`config.mk`:
```
export PLATFORM = sky130hd
export DESIGN_NAME = dual_wiper_ctrl
export DESIGN_NICKNAME = d
export VERILOG_FILES = /design/src/rtl/wiper_pkg.sv /design/src/rtl/tap_decoder.sv /design/src/rtl/recall_seq.sv /design/src/rtl/wiper_channel.sv /design/src/rtl/dual_wiper_ctrl.sv
export SDC_FILE = /design/constraint.sdc
export NUM_CORES = 1
export LEC_CHECK = 0
export ABC_CLOCK_PERIOD_IN_PS = 2250
export BUFFER_PORTS_ARGS = -buffer_cell sky130_fd_sc_hd__buf_2
export CAP_MARGIN = 10
export CORE_AREA = 5 5 145 147
export DETAILED_ROUTE_END_ITERATION = 8
export DIE_AREA = 0 0 150 152
export MAX_ROUTING_LAYER = met4
export PLACE_DENSITY_LB_ADDON = 0.12
export SLEW_MARGIN = 5
export SYNTH_ARGS = -nofsm -noshare
export SYNTH_HDL_FRONTEND = slang
export SYNTH_HIERARCHICAL = 1
export SYNTH_SLANG_ARGS = --single-unit
```
`constraint.sdc`:
```
create_clock -name clk -period 2.25 [get_ports clk]
set_clock_uncertainty 0.2 [all_clocks]
set_input_delay 0.1125 -clock clk [delete_from_list [all_inputs] [get_ports clk]]
set_output_delay 0.1125 -clock clk [all_outputs]
set_load 0.03 [all_outputs]
```
`src/rtl/wiper_pkg.sv`:
```
package wiper_pkg;

    localparam int unsigned DATA_W = 8;

    typedef enum logic [2:0] {
        OP_NOP    = 3'd0,
        OP_WRITE  = 3'd1,
        OP_READ   = 3'd2,
        OP_STORE  = 3'd3,
        OP_RECALL = 3'd4
    } wiper_op_e;

    typedef struct packed {
        logic              valid;
        wiper_op_e         op;
        logic              chan;
        logic [DATA_W-1:0] data;
    } wiper_cmd_t;

    function automatic logic [DATA_W-1:0] clamp_tap(input logic [DATA_W-1:0] v,
                                                    input logic [DATA_W-1:0] top);
        return (v > top) ? top : v;
    endfunction

endpackage

```
`src/rtl/tap_decoder.sv`:
```
module tap_decoder #(
    parameter int unsigned TAPS = 100,
    localparam int unsigned W = $clog2(TAPS)
) (
    input  logic [W-1:0]    pos,
    output logic [TAPS-1:0] sel
);
    for (genvar i = 0; i < TAPS; i++) begin : g_tap
        assign sel[i] = (pos == W'(i));
    end
endmodule

```
`src/rtl/recall_seq.sv`:
```
module recall_seq #(
    parameter int unsigned CYCLES = 4,
    localparam int unsigned CW = $clog2(CYCLES) + 1
) (
    input  logic clk,
    input  logic rst,
    output logic recall_pulse,
    output logic recall_done
);
    logic [CW-1:0] cnt_q;
    logic          done_q;

    assign recall_pulse = !done_q && (cnt_q == CW'(CYCLES - 1));
    assign recall_done  = done_q;

    always_ff @(posedge clk) begin
        if (rst) begin
            cnt_q  <= '0;
            done_q <= 1'b0;
        end else if (!done_q) begin
            cnt_q <= cnt_q + 1'b1;
            if (recall_pulse) done_q <= 1'b1;
        end
    end


    done_sticky_chk: assert property (@(posedge clk) disable iff (rst)
        done_q |=> done_q);


    pulse_sets_done_chk: assert property (@(posedge clk) disable iff (rst)
        recall_pulse |=> (done_q && !recall_pulse));
endmodule

```
`src/rtl/wiper_channel.sv`:
```
module wiper_channel
    import wiper_pkg::*;
#(
    parameter int unsigned TAPS    = 100,
    parameter int unsigned PRESET  = 0,
    parameter int unsigned NV_INIT = 50,
    localparam int unsigned W = $clog2(TAPS),
    localparam logic [DATA_W-1:0] TOP = DATA_W'(TAPS - 1)
) (
    input  logic              clk,
    input  logic              rst,
    input  logic              recall_pulse,
    input  logic              recall_done,
    input  logic              sel,
    input  logic              cmd_valid,
    input  wiper_op_e         cmd_op,
    input  logic [DATA_W-1:0] cmd_data,
    output logic [W-1:0]      wiper_o,
    output logic [TAPS-1:0]   tap_sel_o
);
    logic [W-1:0] wcr_q;
    logic [W-1:0] nvm_q;
    logic         act;
    logic [W-1:0] wr_val;

    assign act    = recall_done && sel && cmd_valid;
    assign wr_val = W'(clamp_tap(cmd_data, TOP));

    always_ff @(posedge clk) begin
        if (rst) begin
            wcr_q <= W'(PRESET);
        end else if (recall_pulse) begin
            wcr_q <= nvm_q;
        end else if (act) begin
            case (cmd_op)
                OP_WRITE:  wcr_q <= wr_val;
                OP_RECALL: wcr_q <= nvm_q;
                default:   wcr_q <= wcr_q;
            endcase
        end
    end

    always_ff @(posedge clk) begin
        if (rst) begin
            nvm_q <= W'(NV_INIT);
        end else if (act && cmd_op == OP_STORE) begin
            nvm_q <= wcr_q;
        end
    end

    tap_decoder #(.TAPS(TAPS)) dec_i (
        .pos (wcr_q),
        .sel (tap_sel_o)
    );

    assign wiper_o = wcr_q;


    onehot_chk: assert property (@(posedge clk) disable iff (rst)
        $countones(tap_sel_o) == 1);


    preset_hold_chk: assert property (@(posedge clk) disable iff (rst)
        !recall_done |-> (wcr_q == W'(PRESET)));


    in_range_chk: assert property (@(posedge clk) disable iff (rst)
        int'(wcr_q) <= int'(TAPS - 1));


    write_clamp_chk: assert property (@(posedge clk) disable iff (rst)
        (act && cmd_op == OP_WRITE) |=>
            ((int'(wcr_q) == int'($past(cmd_data))) ||
             (int'($past(cmd_data)) > int'(TAPS - 1) && int'(wcr_q) == int'(TAPS - 1))));


    store_chk: assert property (@(posedge clk) disable iff (rst)
        (act && cmd_op == OP_STORE) |=> (nvm_q == $past(wcr_q) && $stable(wcr_q)));


    recall_load_chk: assert property (@(posedge clk) disable iff (rst)
        recall_pulse |=> (wcr_q == $past(nvm_q)));
endmodule

```
`src/rtl/dual_wiper_ctrl.sv`:
```
module dual_wiper_ctrl
    import wiper_pkg::*;
#(
    parameter int unsigned TAPS_A        = 100,
    parameter int unsigned TAPS_B        = 256,
    parameter int unsigned NV_INIT_A     = 50,
    parameter int unsigned NV_INIT_B     = 128,
    parameter int unsigned RECALL_CYCLES = 4,
    localparam int unsigned WA = $clog2(TAPS_A),
    localparam int unsigned WB = $clog2(TAPS_B)
) (
    input  logic              clk,
    input  logic              rst,
    input  logic              cmd_valid,
    input  logic [2:0]        cmd_op,
    input  logic              cmd_chan,
    input  logic [DATA_W-1:0] cmd_wdata,
    output logic              rd_valid,
    output logic [DATA_W-1:0] rd_data,
    output logic              recall_done,
    output logic [TAPS_A-1:0] tap_sel_a,
    output logic [TAPS_B-1:0] tap_sel_b
);
    wiper_cmd_t        cmd_s;
    logic              recall_pulse;
    logic [WA-1:0]     wiper_a;
    logic [WB-1:0]     wiper_b;
    logic              rd_req;
    logic              rd_valid_q;
    logic [DATA_W-1:0] rd_data_q;

    assign cmd_s.valid = cmd_valid;
    assign cmd_s.op    = wiper_op_e'(cmd_op);
    assign cmd_s.chan  = cmd_chan;
    assign cmd_s.data  = cmd_wdata;

    recall_seq #(.CYCLES(RECALL_CYCLES)) seq_i (
        .clk          (clk),
        .rst          (rst),
        .recall_pulse (recall_pulse),
        .recall_done  (recall_done)
    );

    wiper_channel #(.TAPS(TAPS_A), .PRESET(0), .NV_INIT(NV_INIT_A)) chan_a_i (
        .clk          (clk),
        .rst          (rst),
        .recall_pulse (recall_pulse),
        .recall_done  (recall_done),
        .sel          (!cmd_s.chan),
        .cmd_valid    (cmd_s.valid),
        .cmd_op       (cmd_s.op),
        .cmd_data     (cmd_s.data),
        .wiper_o      (wiper_a),
        .tap_sel_o    (tap_sel_a)
    );

    wiper_channel #(.TAPS(TAPS_B), .PRESET(TAPS_B - 1), .NV_INIT(NV_INIT_B)) chan_b_i (
        .clk          (clk),
        .rst          (rst),
        .recall_pulse (recall_pulse),
        .recall_done  (recall_done),
        .sel          (cmd_s.chan),
        .cmd_valid    (cmd_s.valid),
        .cmd_op       (cmd_s.op),
        .cmd_data     (cmd_s.data),
        .wiper_o      (wiper_b),
        .tap_sel_o    (tap_sel_b)
    );

    assign rd_req = recall_done && cmd_s.valid && (cmd_s.op == OP_READ);

    always_ff @(posedge clk) begin
        if (rst) begin
            rd_valid_q <= 1'b0;
            rd_data_q  <= '0;
        end else begin
            rd_valid_q <= rd_req;
            if (rd_req) rd_data_q <= cmd_s.chan ? DATA_W'(wiper_b) : DATA_W'(wiper_a);
        end
    end

    assign rd_valid = rd_valid_q;
    assign rd_data  = rd_data_q;


    read_resp_chk: assert property (@(posedge clk) disable iff (rst)
        rd_req |=> rd_valid_q);


    idle_no_read_chk: assert property (@(posedge clk) disable iff (rst)
        !recall_done |=> !rd_valid_q);


    done_rise_chk: assert property (@(posedge clk) disable iff (rst)
        $rose(recall_done) |-> (int'(wiper_a) == int'($past(chan_a_i.nvm_q))));
endmodule

```
# After elaboration in Yosys (flattened, before gate mapping)
# Cells that the tools add are included.
classes:
  add_sub_neg: 1
  n_lt_le_gt_ge: 2
  eq_ne: 359
  muxes: 11
  reduce_logical: 18
ops:
  columns: ["op", "n"]
  rows:
  - ["$eq 8x8->1 const B", 128]
  - ["$eq 8x7->1 const B", 64]
  - ["$eq 8x6->1 const B", 32]
  - ["$eq 7x7->1 const B", 36]
  - ["$eq 7x6->1 const B", 32]
  - ["$eq 8x5->1 const B", 16]
  - ["$eq 7x5->1 const B", 16]
  - ["$eq 8x4->1 const B", 8]
  - ["$eq 7x4->1 const B", 8]
  - ["$eq 8x3->1 const B", 4]
  - ["$mux 8", 4]
  - ["$eq 7x3->1 const B", 4]
  - ["$mux 7", 3]
  - ["$eq 8x2->1 const B", 2]
  - ["$pmux 8 s2", 1]
  - ["$eq 7x2->1 const B", 2]
  - ["$pmux 7 s2", 1]
  - ["$eq 3x2->1 const B", 3]
  - ["$logic_and 1x1->1", 9]
  - ["$eq 8x1->1 const B", 1]
  - ["$gt 8x7->1 const B", 1]
  - ["$gt 8x8->1 const B", 1]
  - ["$logic_not 8->1", 1]
  - ["$eq 7x1->1 const B", 1]
  - ["9 further kinds", 13]
totals:
  reg_bits: 43
  out_inout_bits: 366
  wordCells: 399

# Longest topological paths before layout
logic_depth:
  word_depth: 5
  mapped_depth: 7

# Cells and area by module
# Netlist, hierarchy kept.
by_module_without_submodules:
  columns: ["module", "n_inst", "cells_each", "area_per_inst_um2", "seq_area_each_um2"]
  rows:
  - ["tap_decoder (chan_b_i.dec_i)", 1, 350, 1754.2, 0.0]
  - ["wiper_channel (chan_b_i)", 1, 76, 758.2, 320.3]
  - ["wiper_channel (chan_a_i)", 1, 70, 708.2, 280.3]
  - ["tap_decoder (chan_a_i.dec_i)", 1, 143, 691.9, 0.0]
  - ["dual_wiper_ctrl", 1, 42, 427.9, 180.2]
  - ["recall_seq", 1, 16, 165.2, 80.1]

# Least setup slack after synthesis
# No wires, ideal clock.
synth_timing:
  kind: "reg-to-output"
  start: "register chan_b_i.wcr_q[2], in the netlist chan_b_i/wiper_o[2]"
  end: "output tap_sel_b[120]"
  t_arrival_ns: 1.677
  slack_ns: 0.260
  path_stages_with_launch: 6
  path_buffers: 3
  cell_sequence: "dfxtp_1 buf_6 or4b_4 buf_6 buf_6 nor2_1"
synth_between:
  elab_chain_len: 1
synth_rtl:
  columns: ["element", "line_no", "rtl"]
  rows:
  - ["start: declaration", "wiper_channel.sv:21", "logic [W-1:0] wcr_q;"]
  - ["start signal: assignment", "wiper_channel.sv:31", "wcr_q <= W'(PRESET);"]
  - ["start signal: assignment", "wiper_channel.sv:33", "wcr_q <= nvm_q;"]
  - ["start signal: assignment", "wiper_channel.sv:36", "OP_WRITE: wcr_q <= wr_val;"]
  - ["$eq 8x7->1", "tap_decoder.sv:9", "assign sel[i] = (pos == W'(i));"]
  - ["end: declaration", "dual_wiper_ctrl.sv:22", "output logic [TAPS_B-1:0] tap_sel_b"]
# No other way between the ends.

# Worst setup path in the final report
layout_timing:
  start: "register chan_b_i.wcr_q[0], in the netlist chan_b_i/wiper_o[0]"
  end: "output tap_sel_b[95]"
# The elaborated chain is that of the path after synthesis.

==> impl_results.html <==
<table>
<tr><th>Metric</th><th>Value</th></tr>
<tr><th colspan="2">Pwr</th></tr>
<tr><td>Net Sw Frac</td><td>0.385</td></tr>
<tr><td>Comb pwr share</td><td>0.350</td></tr>
<tr><td>Fraction of power consumed by sequential logic</td><td>0.361</td></tr>
<tr><td>Overall power consumption</td><td>2.48 mW</td></tr>
<tr><td>Ratio of total power to cell area</td><td>365 nW/um^2</td></tr>
<tr><td>Clk network pwr share</td><td>0.288</td></tr>
<tr><td>Sw power</td><td>954 uW</td></tr>
<tr><td>Worst-case vdd ir drop</td><td>268 uV</td></tr>
<tr><td>Internal power summed over all cells</td><td>1.53 mW</td></tr>
<tr><td>Leak</td><td>3.54 nW</td></tr>
<tr><th colspan="2">Clocking</th></tr>
<tr><td>H-Tree Level Count</td><td>2</td></tr>
<tr><td>Clock insertion delay at the later pin of the skew report</td><td>0.28 ns</td></tr>
<tr><td>Total clock sinks</td><td>43</td></tr>
<tr><td>Num CTS Buffers</td><td>5</td></tr>
<tr><td>Root Buffer</td><td>sky130_fd_sc_hd__clkbuf_16</td></tr>
<tr><td>Clock tree from TritonCTS</td><td>done</td></tr>
<tr><td>Max Buffers Root-to-Sink</td><td>2</td></tr>
<tr><td>CTS clk-pin slew, worst paths</td><td>0.06 ns</td></tr>
<tr><td># hold bufs at CTS</td><td>0</td></tr>
<tr><th colspan="2">Placement</th></tr>
<tr><td>Area after DPL</td><td>6600 sq um</td></tr>
<tr><td>Placer's final routability congestion estimate</td><td>0.818</td></tr>
<tr><td>Detailed placer's ending HPWL</td><td>18100 microns</td></tr>
<tr><td>I/O Buffers</td><td>380</td></tr>
<tr><td>Minimum setup slack after placement</td><td>0.184 ns</td></tr>
<tr><td>Placed insts</td><td>1306</td></tr>
<tr><th colspan="2">Timing</th></tr>
<tr><td>Part of the cycle the worst path needs</td><td>0.946</td></tr>
<tr><td>Worst slew margin relative to its limit</td><td>0.595</td></tr>
<tr><td>Maximum clock rate</td><td>470 MHz</td></tr>
<tr><td>Actual slew at the worst max-slew pin</td><td>0.607 ns</td></tr>
<tr><td>Total negative slack for setup checks</td><td>0 ns</td></tr>
<tr><td>Count of final max-slew check failures</td><td>0</td></tr>
<tr><td>RSZ-0062 raised after global routing</td><td>false</td></tr>
<tr><td>Fin crit period</td><td>2.13 ns</td></tr>
<tr><td>Final worst slack</td><td>0.121 ns</td></tr>
<tr><td>Worst-case hold slack</td><td>0.0764 ns</td></tr>
<tr><td>Final setup vio count</td><td>0</td></tr>
<tr><td>Count of endpoints failing hold in the final timing report</td><td>0</td></tr>
<tr><th colspan="2">Routing</th></tr>
<tr><td>Iteration count of the initial detailed-routing pass</td><td>5</td></tr>
<tr><td>Number of design rule violations left after detail routing</td><td>0</td></tr>
<tr><td>Routed WL</td><td>23400 microns</td></tr>
<tr><td>Number of DRC markers after the initial detailed-route iteration</td><td>340</td></tr>
<tr><td>Remaining antenna violation count after routing</td><td>0</td></tr>
<tr><td>Average wire per cell in the routed design</td><td>17.8 microns</td></tr>
<tr><td>Via count</td><td>6032</td></tr>
<tr><td>Vias per inst</td><td>4.59</td></tr>
<tr><th colspan="2">Run</th></tr>
<tr><td>Max Cap Viol</td><td>0</td></tr>
<tr><th colspan="2">Synth</th></tr>
<tr><td>Area share of the leading cell type in the synthesized netlist</td><td>0.302</td></tr>
<tr><td>Count of flip-flops with a built-in enable after synthesis</td><td>0</td></tr>
<tr><td>Dominant cells by area after synthesis</td><td>sky130_fd_sc_hd__nor2_1 (30%), sky130_fd_sc_hd__dfxtp_1 (19%), sky130_fd_sc_hd__nand4bb_1 (4.5%)</td></tr>
<tr><td>Most frequent cells after synthesis</td><td>sky130_fd_sc_hd__nor2_1 (363), sky130_fd_sc_hd__dfxtp_1 (43), sky130_fd_sc_hd__clkbuf_1 (36)</td></tr>
<tr><td>Sequential fraction of the synthesis area</td><td>0.191</td></tr>
<tr><td>Most used DFF post-synth</td><td>sky130_fd_sc_hd__dfxtp_1</td></tr>
<tr><td>Flip-flop and latch count after synthesis</td><td>43</td></tr>
<tr><td>Yosys cell types</td><td>58</td></tr>
<tr><td>Number of warnings printed during yosys synthesis</td><td>6</td></tr>
<tr><td>Gate Count Post-Synth</td><td>697</td></tr>
<tr><td>Library cell with the highest instance count after synthesis</td><td>sky130_fd_sc_hd__nor2_1</td></tr>
<tr><td>Yosys top cell by area</td><td>sky130_fd_sc_hd__nor2_1</td></tr>
<tr><td>Average size of a mapped cell</td><td>6.46 sq um</td></tr>
<tr><td>Share of flip-flops with an asynchronous set or reset</td><td>0</td></tr>
<tr><td>Number of nets produced by synthesis</td><td>714</td></tr>
<tr><td>Netlist area before placement</td><td>4510 sq um</td></tr>
<tr><th colspan="2">Finish</th></tr>
<tr><td>Net total in the final layout</td><td>1062</td></tr>
<tr><td>Count of non-filler cells in the finished layout</td><td>1315</td></tr>
<tr><td>Final standard cell utilization of the core</td><td>0.343</td></tr>
<tr><td>Share of cells above drive strength 1</td><td>0.473</td></tr>
<tr><td>Antenna diodes</td><td>0</td></tr>
<tr><td>Area of all placed cells without fillers</td><td>6780 sq um</td></tr>
<tr><td>Layout Area Growth over Synthesis</td><td>50.6%</td></tr>
<tr><th colspan="2">Worst hold path</th></tr>
<tr><td>Min-Delay Path Depth</td><td>3</td></tr>
<tr><td>Worst Hold End</td><td>rd_data[6]</td></tr>
<tr><td>Startpoint of the worst hold path</td><td>cmd_valid</td></tr>
<tr><td>Type of the worst min-delay path</td><td>in2reg</td></tr>
<tr><th colspan="2">Floorplanning</th></tr>
<tr><td>Core outline area</td><td>19800 sq um</td></tr>
<tr><td>Die Height</td><td>152 microns</td></tr>
<tr><td>I/O pin count</td><td>381</td></tr>
<tr><td>Die Footprint</td><td>22800 sq um</td></tr>
<tr><td>Number of standard-cell rows in the floorplan</td><td>52</td></tr>
<tr><td>Horiz. Die Dim</td><td>150 microns</td></tr>
<tr><td>Starting density of the core</td><td>0.228</td></tr>
<tr><th colspan="2">GRT</th></tr>
<tr><td>Vias in the first global route</td><td>5384</td></tr>
<tr><td>Initial antenna violation count</td><td>0</td></tr>
<tr><td>Wire length of the first global-routing pass</td><td>34300 microns</td></tr>
<tr><td>Aggregate global-route resource usage</td><td>0.195</td></tr>
<tr><td>Global route overflow</td><td>0</td></tr>
<tr><td>Largest net degree at the start of global routing</td><td>47</td></tr>
<tr><th colspan="2">Outcome</th></tr>
<tr><td>Result of the run</td><td>finished clean</td></tr>
<tr><th colspan="2">Critical path</th></tr>
<tr><td>Maximum fanout count along the critical path</td><td>12</td></tr>
<tr><td>Startpoint-to-endpoint class of the critical path</td><td>reg2out</td></tr>
<tr><td>Reg2Reg Setup Slack</td><td>0.22 ns</td></tr>
<tr><td>R2R Path Start</td><td>seq_i/cnt_q[0]</td></tr>
<tr><td>Register-to-Register Path Depth</td><td>7</td></tr>
<tr><td>Nature of the critical path endpoint</td><td>output pin</td></tr>
<tr><td>Worst R2R End</td><td>chan_a_i/wiper_o[4]</td></tr>
<tr><td>Worst EP required</td><td>1.94 ns</td></tr>
<tr><td>Startpoint type of the worst setup path</td><td>flop</td></tr>
<tr><td>Arrival @ worst endpoint</td><td>1.82 ns</td></tr>
</table>
-- power groups by stage --
stage | logic [mW] | registers, mW | clock network [mW]
CTS | 0.875 | 0.893 | 0.738
global placement | 0.879 | 0.907 | 0
floorplan | 0.607 | 0.880 | 0
detailed placement | 0.873 | 0.909 | 0
finish | 0.868 | 0.896 | 0.715
global route | 0.952 | 0.909 | 0.767
-- layout make-up --
cell class              instances  area (sq um)
clock buffers                   6           139
repair buffers                435          2330
multi-input cells             557          3090
fillers                      2275         13000
well taps                     270           338
flip-flops and latches         43           873
clock inverters                 1          5.00
inverters                       3          11.3
-- flip-flops by register name (all words and copies together), names as in the netlist --
signal / flops
chan_a_i/wiper_o: 7
chan_a_i/nvm_q: 7
chan_b_i/wiper_o: 8
seq_i/cnt_q: 3
rd_data: 8
seq_i/recall_done: 1
chan_b_i/nvm_q: 8
rd_valid: 1
-- worst max path at each step --
stage,slack [ns],from,to,cells after the start
final,0.12,chan_b_i/wiper_o[0],tap_sel_b[95],5
after global routing,0.003,chan_b_i/wiper_o[6],tap_sel_b[8],5
after CTS,0.02,chan_b_i/wiper_o[2],tap_sel_b[95],5
after detailed placement,0.18,chan_b_i/wiper_o[4],tap_sel_b[31],3
after global placement,0.23,chan_b_i/wiper_o[4],tap_sel_b[31],3
after floorplan,0.26,chan_b_i/wiper_o[2],tap_sel_b[120],5
-- what timing repair did --
item / CTS / global route
endpoints found under the setup margin: 24 / 89
hold endpoints to repair: 0 / 0
cloned: 0 / 0
resized for setup: 1 / 11
setup buffers: 2 / 0
-- metal layers --
metal | track usage | up-vias | share of wire
met5 | - | - | 0
met1 | 0.236 | 2815 | 0.41
met2 | 0.340 | 233 | 0.51
met3 | 0.0241 | 35 | 0.058
li1 | - | 2949 | -
met4 | 0.0505 | 0 | 0.023
-- worst max-delay path, stage by stage (launching register included) --
cell	delay, ns
sky130_fd_sc_hd__dfxtp_1	0.50
sky130_fd_sc_hd__buf_4	0.23
sky130_fd_sc_hd__nand4_1	0.20
sky130_fd_sc_hd__buf_4	0.26
sky130_fd_sc_hd__nor2_1	0.14
sky130_fd_sc_hd__buf_2	0.22
-- layout by cell type, fill, tap and decap left out, drive strengths merged, types with 4 or more instances in the layout --
cell type  synthesis  routed
a211oi            19      19
nand4bb           18      18
or4b              12      12
nor3               5       5
nor2             385     385
nand4b            12      12
a21oi             10      10
buf               50     435
dfxtp             43      43
clkbuf            44       6
nand3b             6       6
mux2i             20      20
nor3b             10      10
o21bai             8       8
nor2b              5       5
a211o              4       4
-- cells by family after synthesis --
family | count (synthesis) | synth area share
AO/OA/AOI/OAI | 50 | 0.0905
buffers and inverters | 97 | 0.124
AND/OR/NAND/NOR | 482 | 0.537
flip-flops | 43 | 0.191
multiplexers | 20 | 0.0444
XOR/XNOR | 3 | 0.00750
adder cells (fa/ha/maj) | 2 | 0.00555
Power figures use the tool's default switching activity.
